$ cat src/rtl/sarc_pkg.sv
package sarc_pkg;
  localparam int DATA_W   = 16;
  localparam int ADDR_W   = 2;
  localparam int DIVSEL_W = 2;

  // strobes from the sequencer to the datapath
  typedef struct packed {
    logic loadTrial;  // seed the search with the top trial bit
    logic decide;     // resolve the current trial bit from the comparator
    logic commit;     // copy the search word into the output register
    logic capAddr;    // capture the channel address for the next conversion
  } sarStrobes_t;
endpackage

$ cat src/rtl/sarc_clkdiv.sv
module sarc_clkdiv #(
  parameter int DIVSEL_W = sarc_pkg::DIVSEL_W
) (
  input  logic                clk,
  input  logic                rstN,
  input  logic [DIVSEL_W-1:0] divSel,
  output logic                tick
);
  localparam int MAX_LOG = (1 << DIVSEL_W) - 1;
  localparam int CNT_W   = (MAX_LOG > 0) ? MAX_LOG : 1;

  logic [CNT_W-1:0] cnt;
  logic [CNT_W-1:0] mask;

  always_comb begin
    for (int i = 0; i < CNT_W; i++) begin
      mask[i] = (i < int'(divSel));
    end
  end

  assign tick = ((cnt & mask) == mask);

  always_ff @(posedge clk or negedge rstN) begin
    if (!rstN) cnt <= '0;
    else       cnt <= cnt + 1'b1;
  end

  // with a fixed ratio of two, steps alternate with idle cycles
  assert_div_two_R1: assert property (@(posedge clk) disable iff (!rstN)
    (divSel == 1 && $past(divSel) == 1 && tick) |=> !tick);
endmodule

$ cat src/rtl/sarc_ctrl.sv
module sarc_ctrl
  import sarc_pkg::*;
#(
  parameter int DATA_W = sarc_pkg::DATA_W
) (
  input  logic        clk,
  input  logic        rstN,
  input  logic        tick,
  input  logic        csN,
  input  logic        convN,
  output logic        busy,
  output sarStrobes_t strobes
);
  localparam int STEP_W = $clog2(DATA_W + 1);
  localparam logic [STEP_W-1:0] LAST_STEP = STEP_W'(DATA_W);

  typedef enum logic {ST_IDLE, ST_CONV} ctrlState_t;

  ctrlState_t        state;
  logic [STEP_W-1:0] step;
  logic              startReq;
  logic              startPrev;
  logic              startEdge;
  logic              startFall;
  logic              armed;
  logic              lastStep;

  assign startReq  = ~(csN | convN);
  assign startEdge = startReq & ~startPrev;
  assign startFall = ~startReq & startPrev;
  assign busy      = (state == ST_CONV);
  assign lastStep  = (step == LAST_STEP);

  always_comb begin
    strobes.loadTrial = (state == ST_IDLE) && startEdge;
    strobes.decide    = busy && tick && !lastStep;
    strobes.commit    = busy && tick && lastStep;
    strobes.capAddr   = startFall && armed;
  end

  always_ff @(posedge clk or negedge rstN) begin
    if (!rstN) begin
      state     <= ST_IDLE;
      step      <= '0;
      startPrev <= 1'b0;
      armed     <= 1'b0;
    end else begin
      startPrev <= startReq;
      if (startFall && armed) armed <= 1'b0;
      case (state)
        ST_IDLE: begin
          if (startEdge) begin
            state <= ST_CONV;
            step  <= '0;
            armed <= 1'b1;
          end
        end
        ST_CONV: begin
          if (tick) begin
            if (lastStep) state <= ST_IDLE;
            else          step  <= step + 1'b1;
          end
        end
        default: state <= ST_IDLE;
      endcase
    end
  end

  // busy only ever rises after both request lines were low
  assert_start_needs_both_R2: assert property (@(posedge clk) disable iff (!rstN)
    $rose(busy) |-> $past(!csN && !convN));

  // the search only moves on an internal step
  assert_step_on_tick_R3: assert property (@(posedge clk) disable iff (!rstN)
    (busy && !tick) |=> (busy && $stable(step)));

  // a request during a conversion never restarts the search
  assert_no_restart_R5: assert property (@(posedge clk) disable iff (!rstN)
    (busy && !lastStep) |=> (step >= $past(step)));
endmodule

$ cat src/rtl/sarc_datapath.sv
module sarc_datapath
  import sarc_pkg::*;
#(
  parameter int DATA_W = sarc_pkg::DATA_W,
  parameter int ADDR_W = sarc_pkg::ADDR_W
) (
  input  logic              clk,
  input  logic              rstN,
  input  sarStrobes_t       strobes,
  input  logic              busy,
  input  logic              cmpIn,
  input  logic [ADDR_W-1:0] addrIn,
  input  logic              csN,
  input  logic              rdN,
  input  logic              byteSel,
  output logic [DATA_W-1:0] dacWord,
  output logic [ADDR_W-1:0] muxCh,
  output logic [DATA_W-1:0] dataOut,
  output logic              oeLo,
  output logic              oeHi
);
  localparam int HALF_W = DATA_W / 2;
  localparam logic [DATA_W-1:0] TOP_BIT = {1'b1, {(DATA_W-1){1'b0}}};

  logic [DATA_W-1:0] sarWord;
  logic [DATA_W-1:0] probe;
  logic [DATA_W-1:0] result;
  logic [ADDR_W-1:0] pendCh;
  logic              drive;

  always_ff @(posedge clk or negedge rstN) begin
    if (!rstN) begin
      sarWord <= '0;
      probe   <= '0;
      result  <= '0;
      pendCh  <= '0;
      muxCh   <= '0;
    end else begin
      if (strobes.loadTrial) begin
        sarWord <= TOP_BIT;
        probe   <= TOP_BIT;
      end else if (strobes.decide) begin
        sarWord <= (cmpIn ? sarWord : (sarWord & ~probe)) | (probe >> 1);
        probe   <= probe >> 1;
      end
      if (strobes.commit) begin
        result <= sarWord ^ TOP_BIT;
        muxCh  <= pendCh;
      end
      if (strobes.capAddr) pendCh <= addrIn;
    end
  end

  assign dacWord = sarWord;
  assign drive   = !csN && !rdN && !busy;
  assign oeLo    = drive;
  assign oeHi    = drive && !byteSel;
  assign dataOut = byteSel ? {{(DATA_W-HALF_W){1'b0}}, result[DATA_W-1:HALF_W]} : result;

  assert_bus_quiet_R7: assert property (@(posedge clk) disable iff (!rstN)
    busy |-> !(oeLo || oeHi));

  assert_result_hold_R4: assert property (@(posedge clk) disable iff (!rstN)
    busy |=> (busy || $past(strobes.commit)) || $stable(result) || $past(strobes.commit));

  assert_one_probe_R9: assert property (@(posedge clk) disable iff (!rstN)
    $onehot0(probe));

  assert_channel_steady_R6: assert property (@(posedge clk) disable iff (!rstN)
    (busy && $past(busy)) |-> $stable(muxCh));
endmodule

$ cat src/rtl/sar_conv_core.sv
module sar_conv_core
  import sarc_pkg::*;
#(
  parameter int DATA_W   = sarc_pkg::DATA_W,
  parameter int ADDR_W   = sarc_pkg::ADDR_W,
  parameter int DIVSEL_W = sarc_pkg::DIVSEL_W
) (
  input  logic                clk,
  input  logic                rstN,
  input  logic [DIVSEL_W-1:0] divSel,
  input  logic                csN,
  input  logic                convN,
  input  logic                rdN,
  input  logic                byteSel,
  input  logic [ADDR_W-1:0]   addrIn,
  input  logic                cmpIn,
  output logic                busy,
  output logic [DATA_W-1:0]   dacWord,
  output logic [ADDR_W-1:0]   muxCh,
  output logic [DATA_W-1:0]   dataOut,
  output logic                oeLo,
  output logic                oeHi
);
  logic        tick;
  sarStrobes_t strobes;

  sarc_clkdiv #(.DIVSEL_W(DIVSEL_W)) u_div (
    .clk(clk), .rstN(rstN), .divSel(divSel), .tick(tick)
  );

  sarc_ctrl #(.DATA_W(DATA_W)) u_ctrl (
    .clk(clk), .rstN(rstN), .tick(tick), .csN(csN), .convN(convN),
    .busy(busy), .strobes(strobes)
  );

  sarc_datapath #(.DATA_W(DATA_W), .ADDR_W(ADDR_W)) u_dp (
    .clk(clk), .rstN(rstN), .strobes(strobes), .busy(busy), .cmpIn(cmpIn),
    .addrIn(addrIn), .csN(csN), .rdN(rdN), .byteSel(byteSel),
    .dacWord(dacWord), .muxCh(muxCh), .dataOut(dataOut), .oeLo(oeLo), .oeHi(oeHi)
  );
endmodule

$ cat config.mk
export PLATFORM = sky130hd
export DESIGN_NAME = sar_conv_core
export DESIGN_NICKNAME = d
export VERILOG_FILES = /design/src/rtl/sarc_pkg.sv /design/src/rtl/sarc_clkdiv.sv /design/src/rtl/sarc_ctrl.sv /design/src/rtl/sarc_datapath.sv /design/src/rtl/sar_conv_core.sv
export SDC_FILE = /design/constraint.sdc
export NUM_CORES = 1
export LEC_CHECK = 0
export ABC_AREA = 1
export ABC_CLOCK_PERIOD_IN_PS = 2970
export BUFFER_PORTS_ARGS = -buffer_cell sky130_fd_sc_hd__buf_2
export CAP_MARGIN = 5
export CORE_MARGIN = 2
export CORE_UTILIZATION = 25
export DETAILED_ROUTE_END_ITERATION = 8
export PLACE_DENSITY_LB_ADDON = 0.12
export SETUP_SLACK_MARGIN = 0.05
export SLEW_MARGIN = 20
export SYNTH_ARGS = -nofsm -noshare
export SYNTH_HDL_FRONTEND = slang
export SYNTH_SLANG_ARGS = --single-unit
$ cat constraint.sdc
create_clock -name clk -period 2.97 [get_ports clk]
set_input_delay 0.891 -clock clk [delete_from_list [all_inputs] [get_ports clk]]
set_output_delay 0.891 -clock clk [all_outputs]
set_load 0.02 [all_outputs]
### After elaboration in Yosys (flattened, before gate mapping)

Cells that the tools add are included.

| word-level totals | value |
|---|---|
| bits in registers | 63 |
| bits in latches | 0 |
| RAM bits | 0 |
| memory bits (read-only) | 0 |
| input port bits | 11 |
| output and inout bits | 37 |
| logic and storage cells | 63 |
| memories | 0 |

| cells by class | value |
|---|---|
| add/subtract/negate cells | 2 |
| $mul | 0 |
| div/mod/pow operators | 0 |
| $lt $le $gt $ge | 3 |
| eq/ne operators | 5 |
| shifts and indexed selects | 0 |
| muxes and demuxes | 17 |
| bitwise gates (word level) | 11 |
| reduce and logical (&&, ||, !) cells | 15 |

Operators with widths:

| kind | number |
|---|---|
| $mux W16 | 6 |
| $and A16 B16 Y16 | 1 |
| $not A16 Y16 | 1 |
| $or A16 B15 Y16 | 1 |
| $mux W5 | 3 |
| $pmux W5 S2 | 1 |
| $logic_and A1 B1 Y1 | 8 |
| $mux W1 | 6 |
| $add A5 B1 Y5 const B | 1 |
| $eq A5 B5 Y1 const B | 1 |
| $logic_not A1 Y1 | 5 |
| $lt A1 B2 Y1 const A | 2 |
| $ne A2 B1 Y1 const B | 2 |
| $not A1 Y1 | 4 |
| $add A3 B1 Y3 const B | 1 |
| $and A3 B3 Y3 | 1 |
| $eq A3 B3 Y1 | 1 |
| $reduce_and A3 Y1 | 1 |
| $and A1 B1 Y1 | 2 |
| $lt A2 B2 Y1 const A | 1 |
| $ne A2 B2 Y1 const B | 1 |
| $pmux W1 S2 | 1 |
| $reduce_bool A2 Y1 | 1 |
| $or A1 B1 Y1 | 1 |

### Depth between registers and ports, before layout

| depth | value |
|---|---|
| word-level depth | 7 |
| depth in mapped cells | 9 |
| depth with buffers taken out | 8 |

### By module

A second synthesis with hierarchy kept.

| unflattened totals | value |
|---|---|
| cell total of the unflattened synthesis | 362 |
| area, all modules | 2,905.3 um^2 |

By module, submodules not included:

| module | instances | cells an instance | area an instance (um^2) | sequential area each (um^2) |
|---|---|---|---|---|
| sarc_datapath | 1 | 283 | 2,289.7 | 1,301.2 |
| sarc_ctrl | 1 | 64 | 479.2 | 200.2 |
| sarc_clkdiv | 1 | 15 | 136.4 | 75.1 |

### Worst setup path before layout

No wires, ideal clock.

| timing | value |
|---|---|
| path type | input port to output port |
| from | input byteSel |
| to | output dataOut[4] |
| arrival | 1,793 ps |
| required time | 2,079 ps |
| slack | 286 ps |
| stages on the path | 4 |
| buffers on the path | 2 |
| cell sequence | clkbuf_1 -> clkbuf_1 -> nor2_1 -> a21oi_1 |

| on the way | value |
|---|---|
| cells in the longest elaborated chain, start to end | 1 |

RTL lines:

| what | line | RTL |
|---|---|---|
| start, declared | sar_conv_core.sv:14 | `input logic byteSel,` |
| $mux W16 | sarc_datapath.sv:58 | `assign dataOut = byteSel ? {{(DATA_W-HALF_W){1'b0}}, result[DATA_W-1:HALF_W]} : result;` |
| end, declared | sar_conv_core.sv:20 | `output logic [DATA_W-1:0] dataOut,` |

No other way between the ends.

### Worst setup path in the final report

Same ends and word-level chain as after synthesis.

==> summary.txt <==
CTS
  • CTS Buffer Depth: 2
  • Resized cells post-CTS: 0
  • Number of CTS-inserted buffers: 9
  • # hold bufs at CTS: 0
  • Post-CTS setup buffers: 0
  • Clk root buf: clkbuf_8
  • H-tree Lvls: 3
  • CTS tree: done
  • Clock sink count: 63
  • Clk_lat worst skew: about 0.33 ns
  • CTS clk-pin slew, worst paths: 0.07 ns

Die
  • Die width: 109 um
  • # IOs: 48
  • Die Y: about 110 um
  • Starting Density: 0.256
  • Core Area: about 11,000 um2
  • Die ar.: about 12,000 um2
  • Site row count: 38

Power and ir drop
  • Leakage power total: 0.00172 uW
  • Gate power share: 0.335
  • Clock share of power: 0.209
  • Internal power: 1830 uW
  • Sw Pwr: 1190 uW
  • Pwr dens: roughly 900 nW/um2
  • Sequential power share: 0.455
  • VDD IR-drop max: around 230 uV
  • Switch share: 0.394

Global route
  • Global route overflow: 0
  • Largest net degree at the start of global routing: 64
  • First-pass GRT wire length: just over 10 mm
  • Initial antenna violation count: 0
  • Vias in the first global route: 2,025
  • Gr usage total: 0.115

STA
  • Max Slew Vio Count: 0
  • Final period utilization: 0.858
  • Worst clock skew: 0.00521 ns
  • RSZ-0062 raised after global routing: no
  • Tmin final: 2.55 ns
  • Fin. Hold Viols: 0
  • Setup TNS: 0 ns
  • Final setup viols: 0
  • Fmax: 0.392 GHz
  • Slew @ Worst Pin: about 0.56 ns
  • Max-slew headroom: 0.628

Hold path
  • Hold path endpoint: u_div.cnt[2]
  • Hold Startpoint: u_div.cnt[2]
  • Min-delay worst type: reg -> reg
  • WHS Path Cells: 1

Run status
  • Status: complete, no violations

Logic synthesis
  • Syn nets: about 340
  • Mapped Area: 2770 um2
  • Sequential cell area fraction in the yosys report: 0.568
  • Flops & latches, synth: between 60 and 70
  • Synth Area per Inst: around 8.4 um2
  • Synth area leader: dfrtp_1
  • Ys Warns: 0
  • Unique masters post-synth: 21
  • Syn Inst Count: 329
  • Yosys top cell area share: 0.568
  • Main area contributors after synthesis: dfrtp_1, nand2_1, nor2_1

Routing
  • Final ANT Viol Nets: 0
  • Drt wl/cell: roughly 13 um
  • Pre-antenna DRT Iters: 4
  • First DRT Iteration DRCs: 122
  • Routed WL: between 6 and 7 mm
  • DRC errors left: 0
  • Vias: 2,192
  • Via density: roughly 4.2

Critical path
  • Required time worst endpoint: 2.08 ns
  • R2R Path Start: u_ctrl.step[0]
  • Slowest CP cell: buf_2
  • Element type at the critical path end: output pin
  • Critical path startpoint category: input pin
  • Reg2Reg Setup Slack: roughly 1.2 ns
  • Critical Path, Cell by Cell: buf_2, nor2_1, a21oi_1, buf_2
  • Max stage delay on crit path: ~0.34 ns
  • CP max FO: 25
  • FF-to-FF path depth: 7
  • Most common cell on crit path: buf_2
  • Worst reg2reg endpoint: u_dp.dacWord[12]
  • Arr. time, crit path: around 1.7 ns
  • Setup CP Type: in -> out

Placed design
  • IO buf count: between 40 and 50
  • Dpl hpwl: ~4.3 mm
  • GP Congestion: approximately 0.69

Layout
  • Number of inserted diodes: 0
  • Most frequent cells in the layout: nand2_1, dfrtp_1, buf_2
  • Ratio of cells with drive above 1 in the final layout: 0.172
  • Final nets: 388
  • Core Util, Final: 0.304
  • Area grow syn2layout: 18.8%
  • Commonest non-fill, non-tap cell in the layout: nand2_1

Job
  • MaxCap Viol Count: 0
==> synthesized netlist by cell type, drive strengths merged <==
cell type and instances:
nand3 26, ha 3, nand2 88, nor3 1, dfrtp 63, buf 9, nor4 1, xnor2 1
nor2 45, inv 33, o21ai 31, clkbuf 6, xor2 2, a21oi 20
==> through the flow <==
step / setup slack, ns / hold slack [ns] / cells / instance area (um2) / total power [uW]
2_1_floorplan: 0.286 / 0.438 / 329 / 2770 / 2050
3_3_place_gp: 0.440 / 0.452 / 503 / 3140 / 2410
5_1_grt: 0.300 / 0.499 / 518 / 3290 / 3250
6_report: 0.421 / 0.467 / 518 / 3290 / 3010
4_1_cts: 0.402 / 0.477 / 518 / 3290 / 3070
3_5_place_dp: 0.402 / 0.465 / 503 / 3140 / 2420
==> worst max-delay path: cells and delay by family <==
family	cells	cell delay, ns
buf+inv	2	0.52
compound gates	1	0.13
simple gates	1	0.10
==> power by group through the flow <==
| stage | Clock, uW | Combinational (uW) | Sequential [uW] |
|---|---|---|---|
| detailed placement | 0 | 1030 | 1390 |
| CTS | 656 | 1030 | 1380 |
| global route | 696 | 1140 | 1420 |
| finish | 631 | 1010 | 1370 |
| global placement | 0 | 1020 | 1390 |
| floorplan | 0 | 573 | 1470 |
==> final cells by class <==
type	instances	area (um2)
Clock buffer	14	153
Clock inverter	1	5.00
Fill cell	1159	7550
Inverter	33	126
Multi-Input combinational cell	218	996
Sequential cell	63	1580
Tap cell	140	175
Timing Repair Buffer	49	263
==> state kept, by name (all words and copies together), names as in the netlist <==
register	flops
u_dp.probe	16
u_ctrl.busy	1
u_ctrl.startPrev	1
u_ctrl.armed	1
u_dp.muxCh	2
u_dp.dacWord	16
u_dp.pendCh	2
u_ctrl.step	5
u_dp.result	16
u_div.cnt	3
==> kinds of logic (layout without fill, tap and decap cells) <==
| kind of cell | count (synthesis) | in the layout | share of synthesized area |
|---|---|---|---|
| and+or+nand+nor | 161 | 161 | 0.240 |
| DFF | 63 | 63 | 0.568 |
| AOI/OAI and AO/OA | 51 | 51 | 0.0961 |
| buffers and inverters | 48 | 97 | 0.0726 |
| adders and majority gates | 3 | 3 | 0.0135 |
| xor gates and xnor gates | 3 | 3 | 0.00947 |
==> worst max path at each step <==
stage,start,endpoint,slack [ns],cells past startpoint
floorplan,byteSel,dataOut[4],0.29,4
global placement,byteSel,oeHi,0.44,3
detailed placement,byteSel,dataOut[4],0.40,4
CTS,byteSel,dataOut[4],0.40,4
global route,byteSel,dataOut[2],0.30,4
finish,byteSel,dataOut[4],0.42,4
==> metal layers <==
metal | part of all wire | track usage
met2 | 0.43 | 0.168
met3 | 0.043 | 0.0290
met1 | 0.51 | 0.160
met4 | 0.017 | 0.0488
met5 | 0 | 0
Power figures use the tool's default switching activity.
